## src/rtl/sg_table_walker.sv

```systemverilog
module sg_table_walker #(
  parameter int AW = 32,
  parameter int CW = 32,
  parameter int SPAN = 4096,
  parameter logic [CW-1:0] CNT_LIMIT = {1'b0, {(CW-1){1'b1}}}
) (
  input  logic          clk,
  input  logic          rst_n,
  input  logic [AW-1:0] tbl_base,
  input  logic          tbl_load,
  input  logic          tbl_rewind,
  input  logic          go,
  input  logic [CW-1:0] req_len,
  output logic          busy,
  output logic          rd_req,
  output logic [AW-1:0] rd_addr,
  input  logic          rd_ack,
  input  logic [63:0]   rd_data,
  output logic          mv_req,
  output logic [AW-1:0] mv_addr,
  output logic [16:0]   mv_len,
  input  logic          mv_ack,
  output logic          done,
  output logic          underrun,
  output logic          cnt_err,
  output logic [CW-1:0] xfer_cnt
);
  localparam int SW = 17;
  localparam logic [SW-1:0] FULL_SEG = SW'(1) << (SW - 1);

  typedef enum logic [1:0] {S_IDLE, S_CHECK, S_FETCH, S_MOVE} state_t;

  state_t        state;
  logic [AW-1:0] base_q, ptr, seg_addr;
  logic [SW-1:0] seg_len, chunk, new_len;
  logic          seg_last;
  logic [CW-1:0] rem, cnt;
  logic [CW:0]   sum;
  logic          over, page_end;
  logic [AW-1:0] base_al;

  assign base_al  = {tbl_base[AW-1:2], 2'b00};
  assign chunk    = (rem < CW'(seg_len)) ? rem[SW-1:0] : seg_len;
  assign sum      = {1'b0, cnt} + (CW+1)'(chunk);
  assign over     = sum > {1'b0, CNT_LIMIT};
  assign page_end = (ptr - base_q) >= AW'(SPAN);
  assign new_len  = (rd_data[47:33] == '0) ? FULL_SEG : {1'b0, rd_data[47:33], 1'b0};

  assign busy     = state != S_IDLE;
  assign rd_req   = state == S_FETCH;
  assign rd_addr  = ptr;
  assign mv_req   = state == S_MOVE;
  assign mv_addr  = seg_addr;
  assign mv_len   = chunk;
  assign xfer_cnt = cnt;

  always_ff @(posedge clk or negedge rst_n) begin
    if (!rst_n) begin
      state    <= S_IDLE;
      base_q   <= '0;
      ptr      <= '0;
      seg_addr <= '0;
      seg_len  <= '0;
      seg_last <= 1'b0;
      rem      <= '0;
      cnt      <= '0;
      done     <= 1'b0;
      underrun <= 1'b0;
      cnt_err  <= 1'b0;
    end else begin
      done     <= 1'b0;
      underrun <= 1'b0;
      cnt_err  <= 1'b0;
      case (state)
        S_IDLE: begin
          if (tbl_load) begin
            base_q   <= base_al;
            ptr      <= base_al;
            seg_addr <= '0;
            seg_len  <= '0;
            seg_last <= 1'b0;
          end else if (tbl_rewind) begin
            base_q <= base_al;
            ptr    <= base_al;
          end else if (go) begin
            rem   <= req_len;
            cnt   <= '0;
            state <= S_CHECK;
          end
        end
        S_CHECK: begin
          if (rem == '0) begin
            done  <= 1'b1;
            state <= S_IDLE;
          end else if (seg_len == '0) begin
            if (seg_last || page_end) begin
              done     <= 1'b1;
              underrun <= 1'b1;
              state    <= S_IDLE;
            end else begin
              state <= S_FETCH;
            end
          end else if (over) begin
            cnt     <= CNT_LIMIT;
            done    <= 1'b1;
            cnt_err <= 1'b1;
            state   <= S_IDLE;
          end else begin
            state <= S_MOVE;
          end
        end
        S_FETCH: begin
          if (rd_ack) begin
            seg_addr <= rd_data[AW-1:0];
            seg_len  <= new_len;
            seg_last <= rd_data[63];
            ptr      <= ptr + AW'(8);
            state    <= S_CHECK;
          end
        end
        S_MOVE: begin
          if (mv_ack) begin
            seg_addr <= seg_addr + AW'(chunk);
            seg_len  <= seg_len - chunk;
            rem      <= rem - CW'(chunk);
            cnt      <= sum[CW-1:0];
            state    <= S_CHECK;
          end
        end
        default: state <= S_IDLE;
      endcase
    end
  end
endmodule

```

## config.mk

```make
export PLATFORM = sky130hd
export DESIGN_NAME = sg_table_walker
export DESIGN_NICKNAME = d
export VERILOG_FILES = /design/src/rtl/sg_table_walker.sv
export SDC_FILE = /design/constraint.sdc
export NUM_CORES = 1
export LEC_CHECK = 0
export BUFFER_PORTS_ARGS = -buffer_cell sky130_fd_sc_hd__buf_2
export CAP_MARGIN = 15
export CORE_ASPECT_RATIO = 1.4
export CORE_MARGIN = 5
export CORE_UTILIZATION = 52
export DETAILED_ROUTE_END_ITERATION = 7
export PLACE_DENSITY = 0.75
export SYNTH_ARGS = -nofsm -noshare
export SYNTH_HDL_FRONTEND = slang
export SYNTH_SLANG_ARGS = --single-unit
```

## constraint.sdc

```tcl
create_clock -name clk -period 5.8 [get_ports clk]
set_clock_uncertainty 0.05 [all_clocks]
set_input_delay 0.29 -clock clk [delete_from_list [all_inputs] [get_ports clk]]
set_output_delay 0.29 -clock clk [all_outputs]
set_load 0.005 [all_outputs]
```

# Word level (Yosys, flattened, before mapping)
# Index checks and enable logic that the tools add are counted.
# classes
n_reduce_logical	18
n_mux	51
order_cmp	3
eq_ne	13
add_sub_neg	6
# op_table
op	count
32-bit 2-to-1 mux	17
32-bit one-hot mux with 3 select lines	2
32-bit one-hot mux with 2 select lines	2
17-bit 2-to-1 mux	5
17-bit one-hot mux with 3 select lines	1
32-bit by 17-bit adder with 33-bit output	1
33-bit by 31-bit > comparator with 1-bit output (second input constant)	1
32-bit by 17-bit adder with 32-bit output	1
32-bit by 4-bit adder with 32-bit output (second input constant)	1
32-bit by 13-bit greater-or-equal comparator with 1-bit output (second input constant)	1
32-bit logical NOT	1
32-bit by 17-bit less-than comparator with 1-bit output	1
32-bit by 17-bit subtractor with 32-bit output	1
32-bit subtractor	1
2-bit 2-to-1 mux	9
17-bit logical NOT	1
17-bit subtractor	1
15-bit logical NOT	1
2-bit != test (second input constant)	7
1-bit 2-to-1 mux	13
5-bit AND reduction	2
2-bit one-hot mux with 4 select lines	1
8-bit AND reduction	1
2-bit nonzero test	4
11 further kinds	15
# totals
input_bits	135
register_bits	183
word_cells	102

# Depth between registers and ports, before layout
# logic_depth
word_depth	8
mapped_depth	26
depth_no_buf	24

# Worst setup path before layout
# Ideal clock, no wire load.
# synth_path
path_kind	register -> register
start	register rem[25]
end	register rem[28]
period_less_slack_ps	5560
path_buffers	1
slack_ps	240
path_stages_with_launch	21
arrival_ps	5432
cell_sequence	dfrtp_1 > or3_1 > or4_4 > or4_4 > nor2_1 > o21ai_2 > buf_2 > o21ai_0 > ha_1 > inv_1 > fa_1 > a211oi_2 > o21ai_1 > a2111oi_4 > nor3_2 > o311ai_4 > nand2_2 > or4_4 > a21oi_2 > nor2_1 > a21oi_1
# synth_between
elab_chain_cells	5
# synth_lines
element	line_no	rtl
from (decl)	37	logic [CW-1:0] rem, cnt;
from (signal assigned)	86	rem <= req_len;
from (signal assigned)	125	rem <= rem - CW'(chunk);
32-bit by 17-bit less-than comparator with 1-bit output	43	assign chunk = (rem < CW'(seg_len)) ? rem[SW-1:0] : seg_len;
17-bit 2-to-1 mux	43	
via mv_len[0]	21	output logic [16:0] mv_len,
32-bit by 17-bit subtractor with 32-bit output	125	
32-bit 2-to-1 mux	122	if (mv_ack) begin
32-bit one-hot mux with 2 select lines	74	case (state)
# The timed path passes the listed nets, and every way through them passes these cells. The select of a mux whose other input is x is not followed.
# A chain may end at the register's enable or synchronous reset.

# Worst setup path after layout
# layout_path
start	register rem[24]
end	register rem[28]
# layout_between
elab_chain_cells	5
# layout_lines
element	line_no
32-bit by 17-bit less-than comparator with 1-bit output	43
17-bit 2-to-1 mux	43
32-bit by 17-bit subtractor with 32-bit output (*)	125
32-bit 2-to-1 mux (*)	122
32-bit one-hot mux with 2 select lines (*)	74
# Every way passes the cells marked *; elsewhere a longest branch is shown, timed or not. The select of a mux whose other input is x is not followed.

==> summary.md <==
| Metric | Value |
|---|---|
| Core Area | approximately 28000 um^2 |
| Synthesized area | 14600 um^2 |
| Post-route setup slack | 277 ps |
| DRT antenna net count | 0 |
| Peak VDD IR | 406 uV |
| Tot Pwr | 12.3 mW |
| DRC | 0 |
| CP arrival | 5750 ps |
| Period utilization | approximately 95% |
| Startpoint types | flop |
| Number of I/O pins | 254 |
| Unrepaired setup endpoints after global routing | true |
| Critical path's most frequent cell | or4_4 |
| FFs w/ async S/R, synth | 100% |
| Row cnt | 72 |
| WL/cell | 20.4 um |
| GRT met1 Usage | 34.0% |
| Register clock-pin slew on the reported worst setup and hold paths | roughly 80 ps |
| EDFF count, synth | 0 |
| Syn Inst Count | 1860 |
| Bufs and invs on worst path | 1 |
| Skew-Pair Late Insertion Delay | 450 ps |
| Placer Congestion | ~0.97 |
| Leak | 7.68 nW |
| Min Tclk post-route | between 5000 and 6000 ps |
| Pre-CTS setup slack | 204 ps |
| Number of global-route vias before repair | 14900 |
| PD cells | slightly above 700 nW/um^2 |
| Multi-input combinational cell area | roughly 9400 um^2 |
| Die Y | 209 um |
| CP Data Required Time | 6030 ps |
| Initial antenna violation count | 6 |
| Grt ovf | 0 |
| M2 GR Usage | 52.4% |
| Fin Setup TNS | 0 ps |
| CTS tree | yes |
| Top Family by Delay on Critical Path | simple AND/OR/NAND/NOR gates |
| Post-synthesis sequential area ratio | 30.6% |
| Fmax | between 0.15 and 0.2 GHz |
| Critical path type | flop to flop |
| Postcts setup bufs | 0 |
| Max Slew Vio Count | 0 |
| Endpoints failing setup | 0 |
| CTS Buf Count | 17 |
| Nets | 2326 |
| Average cell area after synthesis | a little under 8 um^2 |
| Sink Count | 179 |
| TritonRoute pass-1 iters | 6 |
| Worst Setup SP | rem[24]$_DFFE_PN0P_ |
| CP endpoint kind | flop |
| Reg-to-Reg Start | rem[24]$_DFFE_PN0P_ |
| Critical Path, Cell by Cell | or3_1 -> or4_4 -> or4_4 -> nor2_1 -> o21ai_2 -> o21ai_1 -> ha_1 -> inv_1 -> fa_1 -> a211oi_2 -> o21ai_1 -> a2111oi_4 -> nor3_2 -> o311ai_4 -> nand2_4 -> or4_4 -> o22ai_1 -> a21oi_1 |
| # fillers | approximately 2500 |
| Worst slew pin tran | between 1000 and 1500 ps |
| Layout cells sized above 1 | around 17% |
| Synth top area cells | dfrtp_1 31%, ha_1 9.9%, a21oi_1 6.9% |
| Syn. warnings | 0 |
| Max-cap violation count | 0 |
| Outcome | complete, no violations |
| GRT Total Usage | approximately 31% |
| Max clock buf depth | 2 |
| HP Start | tbl_base[16] |
| Register area | 4480 um^2 |
| Global-route wire length before repair | slightly below 80000 um |
| Initial Util | 52.8% |
| Met3 usage | between 5 and 6% |
| Port Buffers | ~230 |
| Ys flop type | dfrtp_1 |
| Critical path fanouts, max | 6 |
| Overall routed net length | ~50000 um |
| Slew HR | 23.8% |
| Die area | 31700 um^2 |
| HPWL Detailed | 38400 um |
| Synth Register Bits | approximately 180 |
| Slowest CP cell | or4_4 |
| Largest net degree at the start of global routing | approximately 120 |
| Clock root buffer | clkbuf_16 |
| Synth top area share | 30.6% |
| Hold Crit Class | primary input to flop |
| DR vias/cell | 6.16 |
| H-tree depth | 4 |
| Worst path max stage delay | approximately 520 ps |
| Vias after detailed routing | 15100 |
| Synth cell types | 87 |
| Final Hold Viols | 0 |
| DR iter-0 viols | 945 |
| P&R area growth vs syn | 15.5% |
| Post-synth top area cell | dfrtp_1 |
| Most Crowded Layer GR | met2 |
| Die W | 152 um |
path summary, 6_finish.rpt:
kind                                      endpoint  slack, ps  depth (start not counted)
hold reg to reg             base_q[27]$_DFFE_PN0P_        440                          2
setup reg to reg               rem[28]$_DFFE_PN0P_        280                         18
hold / removal              base_q[16]$_DFFE_PN0P_         10                          3
max in group asynchronous   base_q[30]$_DFFE_PN0P_       3800                          3
min in group asynchronous  xfer_cnt[4]$_DFFE_PN0P_        490                          2
setup / recovery               rem[28]$_DFFE_PN0P_        280                         18
placed cells by master (no fill, tap or decap), types with 27 or more instances in the layout:
| cell type | Yosys | final |
|---|---|---|
| nor2_1 | 152 | 150 |
| buf_2 | 5 | 232 |
| buf_4 | 4 | 34 |
| xnor2_1 | 40 | 40 |
| nor3_1 | 37 | 37 |
| nand3_1 | 50 | 50 |
| o22ai_1 | 34 | 34 |
| nand2_1 | 200 | 199 |
| inv_1 | 103 | 103 |
| nand2b_1 | 27 | 27 |
| o21ai_0 | 195 | 192 |
| ha_1 | 116 | 116 |
| o21a_1 | 27 | 27 |
| a21oi_1 | 201 | 199 |
| dfrtp_1 | 179 | 179 |
worst min-delay path: cells and delay by family:
kind / cells / cell delay, ps
AND/OR/NAND/NOR: 1 / 40
buffers and inverters: 1 / 90
AO/OA/AOI/OAI: 1 / 60
power breakdown:
part           total (mW)  internal (mW)  switching, mW
clock                1.27          0.692          0.574
sequential           2.50           1.83          0.672
combinational        8.52           3.43           5.08
per-layer routing:
metal | part of all wire [%] | wire length, um
met1 | 37 | 18700
met2 | 49 | 24700
met3 | 5.5 | 2750
met4 | 7.8 | 3930
met5 | 0.10 | 52
flip-flops by register name (all words and copies together) (netlist names):
register and flops:
state 2, rem 32, done 1, mv_addr 32, seg_last 1, xfer_cnt 32, rd_addr 30, underrun 1
base_q 30, seg_len 17, cnt_err 1
logic make-up (layout without fill, tap and decap cells):
logic type	after synthesis	count (layout)	synth area share (%)
AOI/OAI and AO/OA	660	660	27.6
adders and majority gates	121	121	10.6
and+or+nand+nor	620	620	20.2
muxes	36	36	2.63
other	1	4	0.0256
xor gates and xnor gates	53	53	3.17
DFF	179	179	30.6
buffers and inverters	190	412	5.18
area by class of cell:
type | instances | area share, %
Sequential cell | 179 | 26.5
Timing Repair Buffer | 274 | 8.93
Tap cell | 370 | 2.74
Inverter | 106 | 2.35
Multi-Input combinational cell | 1492 | 55.8
Clock buffer | 17 | 2.52
Antenna cell | 2 | 0.0296
Clock inverter | 15 | 1.13
through the flow:
stage | instances | utilization [%] | hold WS (ps) | cell area (um^2)
after global routing | 2454 | 60.9 | 21.8 | 16900
after floorplan | 1861 | - | -55.6 | 14600
final | 2455 | 60.9 | 11.6 | 16900
after CTS | 2453 | 60.9 | 0.994 | 16900
after global placement | 2415 | 58.4 | 420 | 16200
after detailed placement | 2415 | 58.4 | 432 | 16200
cell usage after synthesis, drive strengths merged, types with 4 or more instances:
cell type,instances
a2111oi,6
a211oi,23
a21o,21
a21oi,203
a221oi,9
a22o,5
a22oi,13
a311oi,6
a31oi,17
a32oi,5
and2,19
and3,24
buf,16
clkbuf,68
dfrtp,179
fa,5
ha,116
inv,103
mux2,20
mux2i,16
nand2,201
nand2b,27
nand3,50
nand4,25
nor2,153
nor2b,16
nor3,40
nor3b,6
nor4,22
o211ai,19
o21a,27
o21ai,206
o21bai,10
o22ai,34
o2bb2ai,4
o31a,6
o31ai,11
or2,5
or3,14
or4,7
xnor2,40
xor2,13
what timing repair did:
item / 4_1_cts / 5_1_grt
gates resized for setup: 0 / 6
endpoints found under the hold margin: 30 / 0
hold buffers: 6 / 0
endpoints found under the setup margin: 0 / 28
(Power assumes the default switching activity.)
